### src/rtl/sram_ctl_pkg.sv
`timescale 1ns/1ps
package sram_ctl_pkg;

  typedef enum logic [2:0] {
    ST_IDLE,
    ST_RD_ACCESS,
    ST_RD_DONE,
    ST_WR_TURN,
    ST_WR_PULSE,
    ST_WR_END
  } ctl_state_e;

  typedef struct packed {
    logic ce_n;
    logic we_n;
    logic oe_n;
    logic dq_oe;
  } strobe_t;

  localparam strobe_t STROBE_OFF = '{ce_n: 1'b1, we_n: 1'b1, oe_n: 1'b1, dq_oe: 1'b0};

  function automatic strobe_t strobe_of(ctl_state_e s);
    strobe_t r;
    r = STROBE_OFF;
    case (s)
      ST_RD_ACCESS: r = '{ce_n: 1'b0, we_n: 1'b1, oe_n: 1'b0, dq_oe: 1'b0};
      ST_WR_TURN:   r = '{ce_n: 1'b0, we_n: 1'b1, oe_n: 1'b1, dq_oe: 1'b0};
      ST_WR_PULSE:  r = '{ce_n: 1'b0, we_n: 1'b0, oe_n: 1'b1, dq_oe: 1'b1};
      ST_WR_END:    r = '{ce_n: 1'b0, we_n: 1'b1, oe_n: 1'b1, dq_oe: 1'b1};
      default:      r = STROBE_OFF;
    endcase
    return r;
  endfunction

endpackage

### src/rtl/sram_ctl_timer.sv
`timescale 1ns/1ps
module sram_ctl_timer #(
  parameter int unsigned CNT_W = 2
) (
  input  logic             clk_i,
  input  logic             rst_ni,
  input  logic             load_i,
  input  logic [CNT_W-1:0] load_val_i,
  output logic             last_o
);
  logic [CNT_W-1:0] cnt_q;

  always_ff @(posedge clk_i or negedge rst_ni) begin
    if (!rst_ni)                cnt_q <= '0;
    else if (load_i)            cnt_q <= load_val_i;
    else if (cnt_q != '0)       cnt_q <= cnt_q - 1'b1;
  end

  // phase ends on the cycle the count reaches one
  assign last_o = (cnt_q <= CNT_W'(1));
endmodule

### src/rtl/sram_ctl_fsm.sv
`timescale 1ns/1ps
module sram_ctl_fsm
  import sram_ctl_pkg::*;
#(
  parameter int unsigned READ_WAIT   = 2,
  parameter int unsigned WE_LOW      = 2,
  parameter int unsigned TURN_AROUND = 1,
  parameter int unsigned CNT_W       = 2
) (
  input  logic             clk_i,
  input  logic             rst_ni,
  input  logic             req_i,
  input  logic             we_i,
  input  logic             last_i,
  output logic             load_o,
  output logic [CNT_W-1:0] load_val_o,
  output logic             accept_o,
  output logic             capture_o,
  output logic             ack_o,
  output strobe_t          strobe_o
);
  ctl_state_e state_q, state_d;
  strobe_t    strobe_q;

  always_comb begin
    state_d    = state_q;
    load_o     = 1'b0;
    load_val_o = '0;
    accept_o   = 1'b0;
    capture_o  = 1'b0;
    case (state_q)
      ST_IDLE: if (req_i) begin
        accept_o = 1'b1;
        load_o   = 1'b1;
        if (we_i) begin
          state_d    = ST_WR_TURN;
          load_val_o = CNT_W'(TURN_AROUND);
        end else begin
          state_d    = ST_RD_ACCESS;
          load_val_o = CNT_W'(READ_WAIT);
        end
      end
      ST_RD_ACCESS: if (last_i) begin
        capture_o = 1'b1;
        state_d   = ST_RD_DONE;
      end
      ST_RD_DONE: state_d = ST_IDLE;
      ST_WR_TURN: if (last_i) begin
        load_o     = 1'b1;
        load_val_o = CNT_W'(WE_LOW);
        state_d    = ST_WR_PULSE;
      end
      ST_WR_PULSE: if (last_i) state_d = ST_WR_END;
      ST_WR_END:   state_d = ST_IDLE;
      default:     state_d = ST_IDLE;
    endcase
  end

  // strobes registered from next state: glitch-free pins, aligned with state_q
  always_ff @(posedge clk_i or negedge rst_ni) begin
    if (!rst_ni) begin
      state_q  <= ST_IDLE;
      strobe_q <= STROBE_OFF;
    end else begin
      state_q  <= state_d;
      strobe_q <= strobe_of(state_d);
    end
  end

  assign ack_o    = (state_q == ST_RD_DONE) || (state_q == ST_WR_END);
  assign strobe_o = strobe_q;
endmodule

### src/rtl/sram_ctl_dpath.sv
`timescale 1ns/1ps
module sram_ctl_dpath #(
  parameter int unsigned ADDR_W = 18,
  parameter int unsigned DATA_W = 8
) (
  input  logic              clk_i,
  input  logic              rst_ni,
  input  logic              accept_i,
  input  logic              capture_i,
  input  logic [ADDR_W-1:0] addr_i,
  input  logic [DATA_W-1:0] wdata_i,
  input  logic [DATA_W-1:0] mem_dq_i,
  output logic [ADDR_W-1:0] addr_o,
  output logic [DATA_W-1:0] wdata_o,
  output logic [DATA_W-1:0] rdata_o
);
  always_ff @(posedge clk_i or negedge rst_ni) begin
    if (!rst_ni) begin
      addr_o  <= '0;
      wdata_o <= '0;
      rdata_o <= '0;
    end else begin
      if (accept_i) begin
        addr_o  <= addr_i;
        wdata_o <= wdata_i;
      end
      if (capture_i) rdata_o <= mem_dq_i;
    end
  end
endmodule

### src/rtl/sram_ctl.sv
`timescale 1ns/1ps
module sram_ctl
  import sram_ctl_pkg::*;
#(
  parameter int unsigned ADDR_W      = 18,
  parameter int unsigned DATA_W      = 8,
  parameter int unsigned READ_WAIT   = 2,
  parameter int unsigned WE_PULSE    = 2,
  parameter int unsigned DATA_SETUP  = 1,
  parameter int unsigned TURN_AROUND = 1
) (
  input  logic              clk_i,
  input  logic              rst_ni,
  input  logic              req_i,
  input  logic              we_i,
  input  logic [ADDR_W-1:0] addr_i,
  input  logic [DATA_W-1:0] wdata_i,
  output logic              ack_o,
  output logic [DATA_W-1:0] rdata_o,
  output logic [ADDR_W-1:0] mem_addr_o,
  output logic [DATA_W-1:0] mem_dq_o,
  output logic              mem_dq_oe_o,
  input  logic [DATA_W-1:0] mem_dq_i,
  output logic              mem_ce_n_o,
  output logic              mem_we_n_o,
  output logic              mem_oe_n_o
);
  // data drive covers the setup window, so the low time is the larger of the two
  localparam int unsigned WE_LOW   = (WE_PULSE > DATA_SETUP) ? WE_PULSE : DATA_SETUP;
  localparam int unsigned MAX_A    = (READ_WAIT > WE_LOW) ? READ_WAIT : WE_LOW;
  localparam int unsigned MAX_WAIT = (MAX_A > TURN_AROUND) ? MAX_A : TURN_AROUND;
  localparam int unsigned CNT_W    = $clog2(MAX_WAIT + 1);

  logic             load, last, accept, capture;
  logic [CNT_W-1:0] load_val;
  strobe_t          strobe;

  sram_ctl_timer #(.CNT_W(CNT_W)) u_timer (
    .clk_i, .rst_ni,
    .load_i     (load),
    .load_val_i (load_val),
    .last_o     (last)
  );

  sram_ctl_fsm #(
    .READ_WAIT(READ_WAIT), .WE_LOW(WE_LOW), .TURN_AROUND(TURN_AROUND), .CNT_W(CNT_W)
  ) u_fsm (
    .clk_i, .rst_ni,
    .req_i, .we_i,
    .last_i     (last),
    .load_o     (load),
    .load_val_o (load_val),
    .accept_o   (accept),
    .capture_o  (capture),
    .ack_o,
    .strobe_o   (strobe)
  );

  sram_ctl_dpath #(.ADDR_W(ADDR_W), .DATA_W(DATA_W)) u_dpath (
    .clk_i, .rst_ni,
    .accept_i  (accept),
    .capture_i (capture),
    .addr_i, .wdata_i, .mem_dq_i,
    .addr_o    (mem_addr_o),
    .wdata_o   (mem_dq_o),
    .rdata_o
  );

  assign mem_ce_n_o  = strobe.ce_n;
  assign mem_we_n_o  = strobe.we_n;
  assign mem_oe_n_o  = strobe.oe_n;
  assign mem_dq_oe_o = strobe.dq_oe;
endmodule

### config.mk
export PLATFORM = sky130hd
export DESIGN_NAME = sram_ctl
export DESIGN_NICKNAME = d
export VERILOG_FILES = /design/src/rtl/sram_ctl_pkg.sv /design/src/rtl/sram_ctl_timer.sv /design/src/rtl/sram_ctl_fsm.sv /design/src/rtl/sram_ctl_dpath.sv /design/src/rtl/sram_ctl.sv
export SDC_FILE = /design/constraint.sdc
export NUM_CORES = 1
export LEC_CHECK = 0
export CORE_MARGIN = 8
export CORE_UTILIZATION = 29
export CTS_CLUSTER_SIZE = 8
export DETAILED_ROUTE_END_ITERATION = 7
export DONT_BUFFER_PORTS = 1
export PLACE_DENSITY = 0.41
export SLEW_MARGIN = 40
export SYNTH_ARGS = -nofsm -noshare
export SYNTH_HDL_FRONTEND = slang
export SYNTH_SLANG_ARGS = --single-unit
### constraint.sdc
create_clock -name clk_i -period 1.87 [get_ports clk_i]
set_input_delay 0.374 -clock clk_i [delete_from_list [all_inputs] [get_ports clk_i]]
set_output_delay 0.374 -clock clk_i [all_outputs]
set_load 0.01 [all_outputs]
# Word level (Yosys, flattened, before mapping)
# Cells that the tools add are included.
[classes]
add_sub_neg = 1
n_lt_le_gt_ge = 1
eq_ne = 9
mux = 18
reduce_logical = 4
[ops]
columns = ["op", "count"]
rows = [
  ["$pmux W4 S4", 1],
  ["$eq A3 B3 Y1 const B", 4],
  ["$mux W2", 6],
  ["$mux W3", 4],
  ["$pmux W3 S4", 1],
  ["$eq A3 B2 Y1 const B", 3],
  ["$eq A3 B1 Y1 const B", 2],
  ["$mux W1", 4],
  ["$pmux W2 S2", 1],
  ["$reduce_bool A2 Y1", 2],
  ["$logic_not A3 Y1", 1],
  ["$le A2 B1 Y1 const B", 1],
  ["$pmux W1 S2", 1],
  ["$sub A2 B1 Y2 const B", 1],
  ["$logic_or A1 B1 Y1", 1],
]
[word_totals]
regBits = 43
input_bits = 38
out_inout_bits = 39
wordCells = 42

# Logic depth before layout (Yosys ltp)
[logic_depth]
ltp_word = 5
ltp_mapped = 6
depth_no_buf = 6

# By module
# From an unflattened synthesis, not the netlist that was laid out.
[hier_totals]
hier_cells = 126
hier_area_um2 = 1920.6
[by_module_without_submodules]
columns = ["mod", "instances", "cells_each", "area_each_um2", "seq_area_each_um2"]
rows = [
  ["sram_ctl_dpath", 1, 72, 1365.1, 850.8],
  ["sram_ctl_fsm", 1, 40, 417.9, 178.9],
  ["sram_ctl_timer", 1, 14, 137.6, 50.0],
]

# Worst setup path before layout
# No wires, ideal clock.
[synth_timing]
path_type = "register to register"
start = "register u_fsm.state_q[0]"
end = "register u_dpath.addr_o[10]"
setup_ns = 0.125
arrival_ns = 1.521
t_required_ns = 1.745
slack_ns = 0.224
stages_incl_launch_ff = 5
path_buffers = 2
period_less_slack_ns = 1.646
cell_sequence = "dfrtp_1 > buf_6 > nor4b_4 > buf_6 > mux2_2"
[synth_between]
elab_chain_len = 2
[synth_lines]
columns = ["element", "line_no", "source"]
rows = [
  ["start: declaration", "sram_ctl_fsm.sv:22", "ctl_state_e state_q, state_d;"],
  ["start signal: assignment", "sram_ctl_fsm.sv:65", "state_q <= state_d;"],
  ["$logic_not A3 Y1", "sram_ctl_fsm.sv:31", "case (state_q)"],
  ["$mux W1", "sram_ctl_fsm.sv:31", ""],
  ["end signal: assignment", "sram_ctl_dpath.sv:24", "addr_o <= addr_i;"],
  ["end: declaration", "sram_ctl_dpath.sv:13", "output logic [ADDR_W-1:0] addr_o,"],
]
# Every way passes these cells.
# A chain may end at the register's enable or synchronous reset.

# Worst setup path after layout
[layout_timing]
start = "register u_fsm.state_q[2]"
end = "register u_dpath.rdata_o[0]"
[layout_between]
elab_chain_len = 2
[layout_lines]
columns = ["element", "line_no", "source"]
rows = [
  ["$eq A3 B1 Y1", "sram_ctl_fsm.sv:31", ""],
  ["$mux W1", "sram_ctl_fsm.sv:31", ""],
  ["end signal: assignment", "sram_ctl_dpath.sv:27", "if (capture_i) rdata_o <= mem_dq_i;"],
  ["end: declaration", "sram_ctl_dpath.sv:15", "output logic [DATA_W-1:0] rdata_o"],
]
# Every way passes these cells.

==> impl_metrics.yaml <==
status:
  status: "completed"
critical_path:
  worst_setup_path_end_kind: "register"
  worstPathArrival_ns: 1.82
  crit_fanout: 12
  rrSetupSlack_ns: 0.22
  path_class: "reg2reg"
  crit_required_ns: 2.05
  r2r_end: "u_dpath.rdata_o[0]$_DFFE_PN0P_"
  regToRegStartpoint: "u_fsm.state_q[2]$_DFF_PN0_"
  reg2regPathDepth: 4
  cp-start-kind: "register"
sta:
  finalSetupTns_ns: 0
  period_share: 0.8806
  relSlewSlack: 0.7161
  max_freq_mhz: 607.3
  drv_slew: 0
  skew_ns: 0.003923
  rsz0062_at_grt: "no"
  setup_violations: 0
  tightestPinTransition_ns: 0.4259
  layout_min_cycle_time_ns: 1.647
  hold_violations: 0
  layout_setup_ws_ns: 0.2233
global_routing:
  grt_pass1_vias: 1124
  grt_pass1_wl_mm: 6.161
  grt_max_degree: 44
  grt-ovfl-total: 0
  antenna_found_initial: 0
  grt.total_usage: 0.09205
synthesis:
  synthesis.area_sq_um: 1754
  syn_inst: 118
  synth.distinct_cells: 26
  yosysWarningCount: 0
  avgSynthCellArea_sq_um: 14.87
  ys_seq_elements: 43
  ys_seq_area_frac: 0.6155
  syn_nets: 158
clock_tree:
  cts_max_level: 2
  clk_latency_ns: 0.28
  clkTransAtPathRegs_ns: 0.08
  cts.sinks: 43
  post_cts_buffers: 0
  cts-root-buf: "clkbuf_8"
  cts_tree: "yes"
  clockBufferDepth: 2
  cts_made_buffers: 5
place:
  preCtsSetupSlack_ns: 0.1996
  routabilityCongestion: 0.6910
  dpl.hpwl_mm: 2.738
  port_buffers: 0
die:
  ioPinCount: 77
  die_x_um: 93.78
  die_h_um: 93.78
  fp.coreArea_sq_um: 5886
  initial_core_util: 0.2980
  num_rows: 28
  die_area_sq_um: 8794
finish:
  drive_gt1_frac: 0.3968
  final_common_cell: "dfrtp_1"
  fill_cells: 580
  mostFrequentLayoutCells: "dfrtp_1 (40), mux2_2 (32), nand2_1 (6), clkbuf_8 (6), nor2_1 (4)"
  syn2layout_area_growth_pct: 13.91
  register_area_sq_um: 1080
  final_nets: 165
  multi_input_area_sq_um: 626.9
  n_antenna_cell: 0
drt:
  ant_nets: 0
  drc: 0
  wirelength_mm: 3.748
  drt-wirelength-per-cell_um: 18.65
  via_per_inst: 4.771
  dr.first_iter.drc_count: 71
  num_vias: 959
  drt-pass1-iter-count: 4
job:
  max-cap-violations: 0
hold_path:
  hold_path.class: "in2reg"
  whs_endpoint: "u_dpath.addr_o[15]$_DFFE_PN0P_"
  worstHoldStart: "addr_i[15]"
  hold_depth: 1
power_and_ir_drop:
  power_density_nw_per_um2: 1961
  leakagePower_nw: 0.8368
  ir_drop_mv: 0.6754
## report_power, final
part / internal [mW] / switching, mW / leakage, nW
Sequential: 1.43 / 0.582 / 0.508
Clock: 0.432 / 0.298 / 0.0612
Combinational: 0.690 / 0.483 / 0.268
## Yosys cell counts
cell type,instances,area (sq um)
clkbuf_1,1,3.750
ha_1,2,25.02
inv_1,2,7.510
o32ai_1,1,8.760
nor2_1,4,15.01
dfrtp_1,40,1001
a2bb2oi_1,2,17.52
xnor2_1,1,8.760
nand2_1,6,22.52
buf_6,3,33.78
o21a_1,1,7.510
dfstp_2,3,78.83
mux2_1,2,22.52
nand2b_1,3,18.77
o21ai_0,2,10.01
buf_2,1,5.000
nor4b_4,1,23.77
nor2b_1,1,6.260
a22oi_1,1,7.510
o2bb2ai_1,1,8.760
or3_1,2,12.51
mux2i_1,1,10.01
nor3_2,1,10.01
o32a_1,1,10.01
o22ai_1,3,18.77
mux2_2,32,360.4
## state kept, by name, indices dropped and copies added (netlist names)
register         flops
u_dpath.rdata_o      8
u_dpath.addr_o      18
u_fsm.state_q        3
u_dpath.wdata_o      8
u_fsm.strobe_o       4
u_timer.cnt_q        2
## layer usage
metal / wire, um / track usage / vias up
li1: - / - / 431
met1: 1387 / 0.09928 / 475
met2: 1898 / 0.1494 / 48
met3: 415 / 0.04556 / 5
met4: 46 / 0.03963 / 0
met5: 0 / 0 / -
## how the worst max path moves through the flow
stage                                             from                        endpoint  cells after the start
after floorplan             u_fsm.state_q[0]$_DFF_PN0_  u_dpath.addr_o[10]$_DFFE_PN0P_                      4
after CTS                 u_timer.cnt_q[1]$_DFFE_PN0P_    u_timer.cnt_q[0]$_DFFE_PN0P_                      6
after global routing      u_timer.cnt_q[1]$_DFFE_PN0P_    u_timer.cnt_q[0]$_DFFE_PN0P_                      6
after detailed placement  u_timer.cnt_q[1]$_DFFE_PN0P_    u_timer.cnt_q[0]$_DFFE_PN0P_                      6
after global placement      u_fsm.state_q[2]$_DFF_PN0_  u_dpath.rdata_o[2]$_DFFE_PN0P_                      4
final                       u_fsm.state_q[2]$_DFF_PN0_  u_dpath.rdata_o[0]$_DFFE_PN0P_                      4
## stage by stage
stage	cell area (sq um)	std cells	hold WS (ns)	total power, mW	utilization
after floorplan	1754	118	0.07841	2.917	-
after global placement	1841	191	0.07982	3.156	0.3127
after detailed placement	1841	191	0.07993	3.221	0.3127
after CTS	1996	201	0.2052	4.018	0.3391
after global routing	1998	201	0.2017	4.233	0.3395
final	1998	201	0.2218	3.917	0.3395
## kinds of logic after synthesis
kind of cell,share of synthesized area
flip-flops,0.6156
buffers and inverters,0.02853
XOR/XNOR,0.004994
AO/OA/AOI/OAI,0.05065
multiplexers,0.2240
AND/OR/NAND/NOR,0.06205
adder cells (fa/ha/maj),0.01426
## final cells by class
cell class | instances | share of cell area
multi-input combinational | 68 | 0.3137
clock inverter | 2 | 0.01753
clock buffer | 6 | 0.04133
timing repair buffer | 5 | 0.03632
sequential | 43 | 0.5404
inverter | 2 | 0.003757
tap | 75 | 0.04696
## worst max-delay path, stage by stage (launching register included)
cell and delay (ns):
dfrtp_1 0.53, nand2b_1 0.28, nor3_2 0.19, buf_4 0.19
mux2_2 0.34
## what timing repair did
action,CTS,global route
hold buffers,2,0
setup endpoints to repair,0,1
endpoints found under the hold margin,43,0
resized for setup,0,1
No activity file was read; power rests on OpenSTA's default activity.
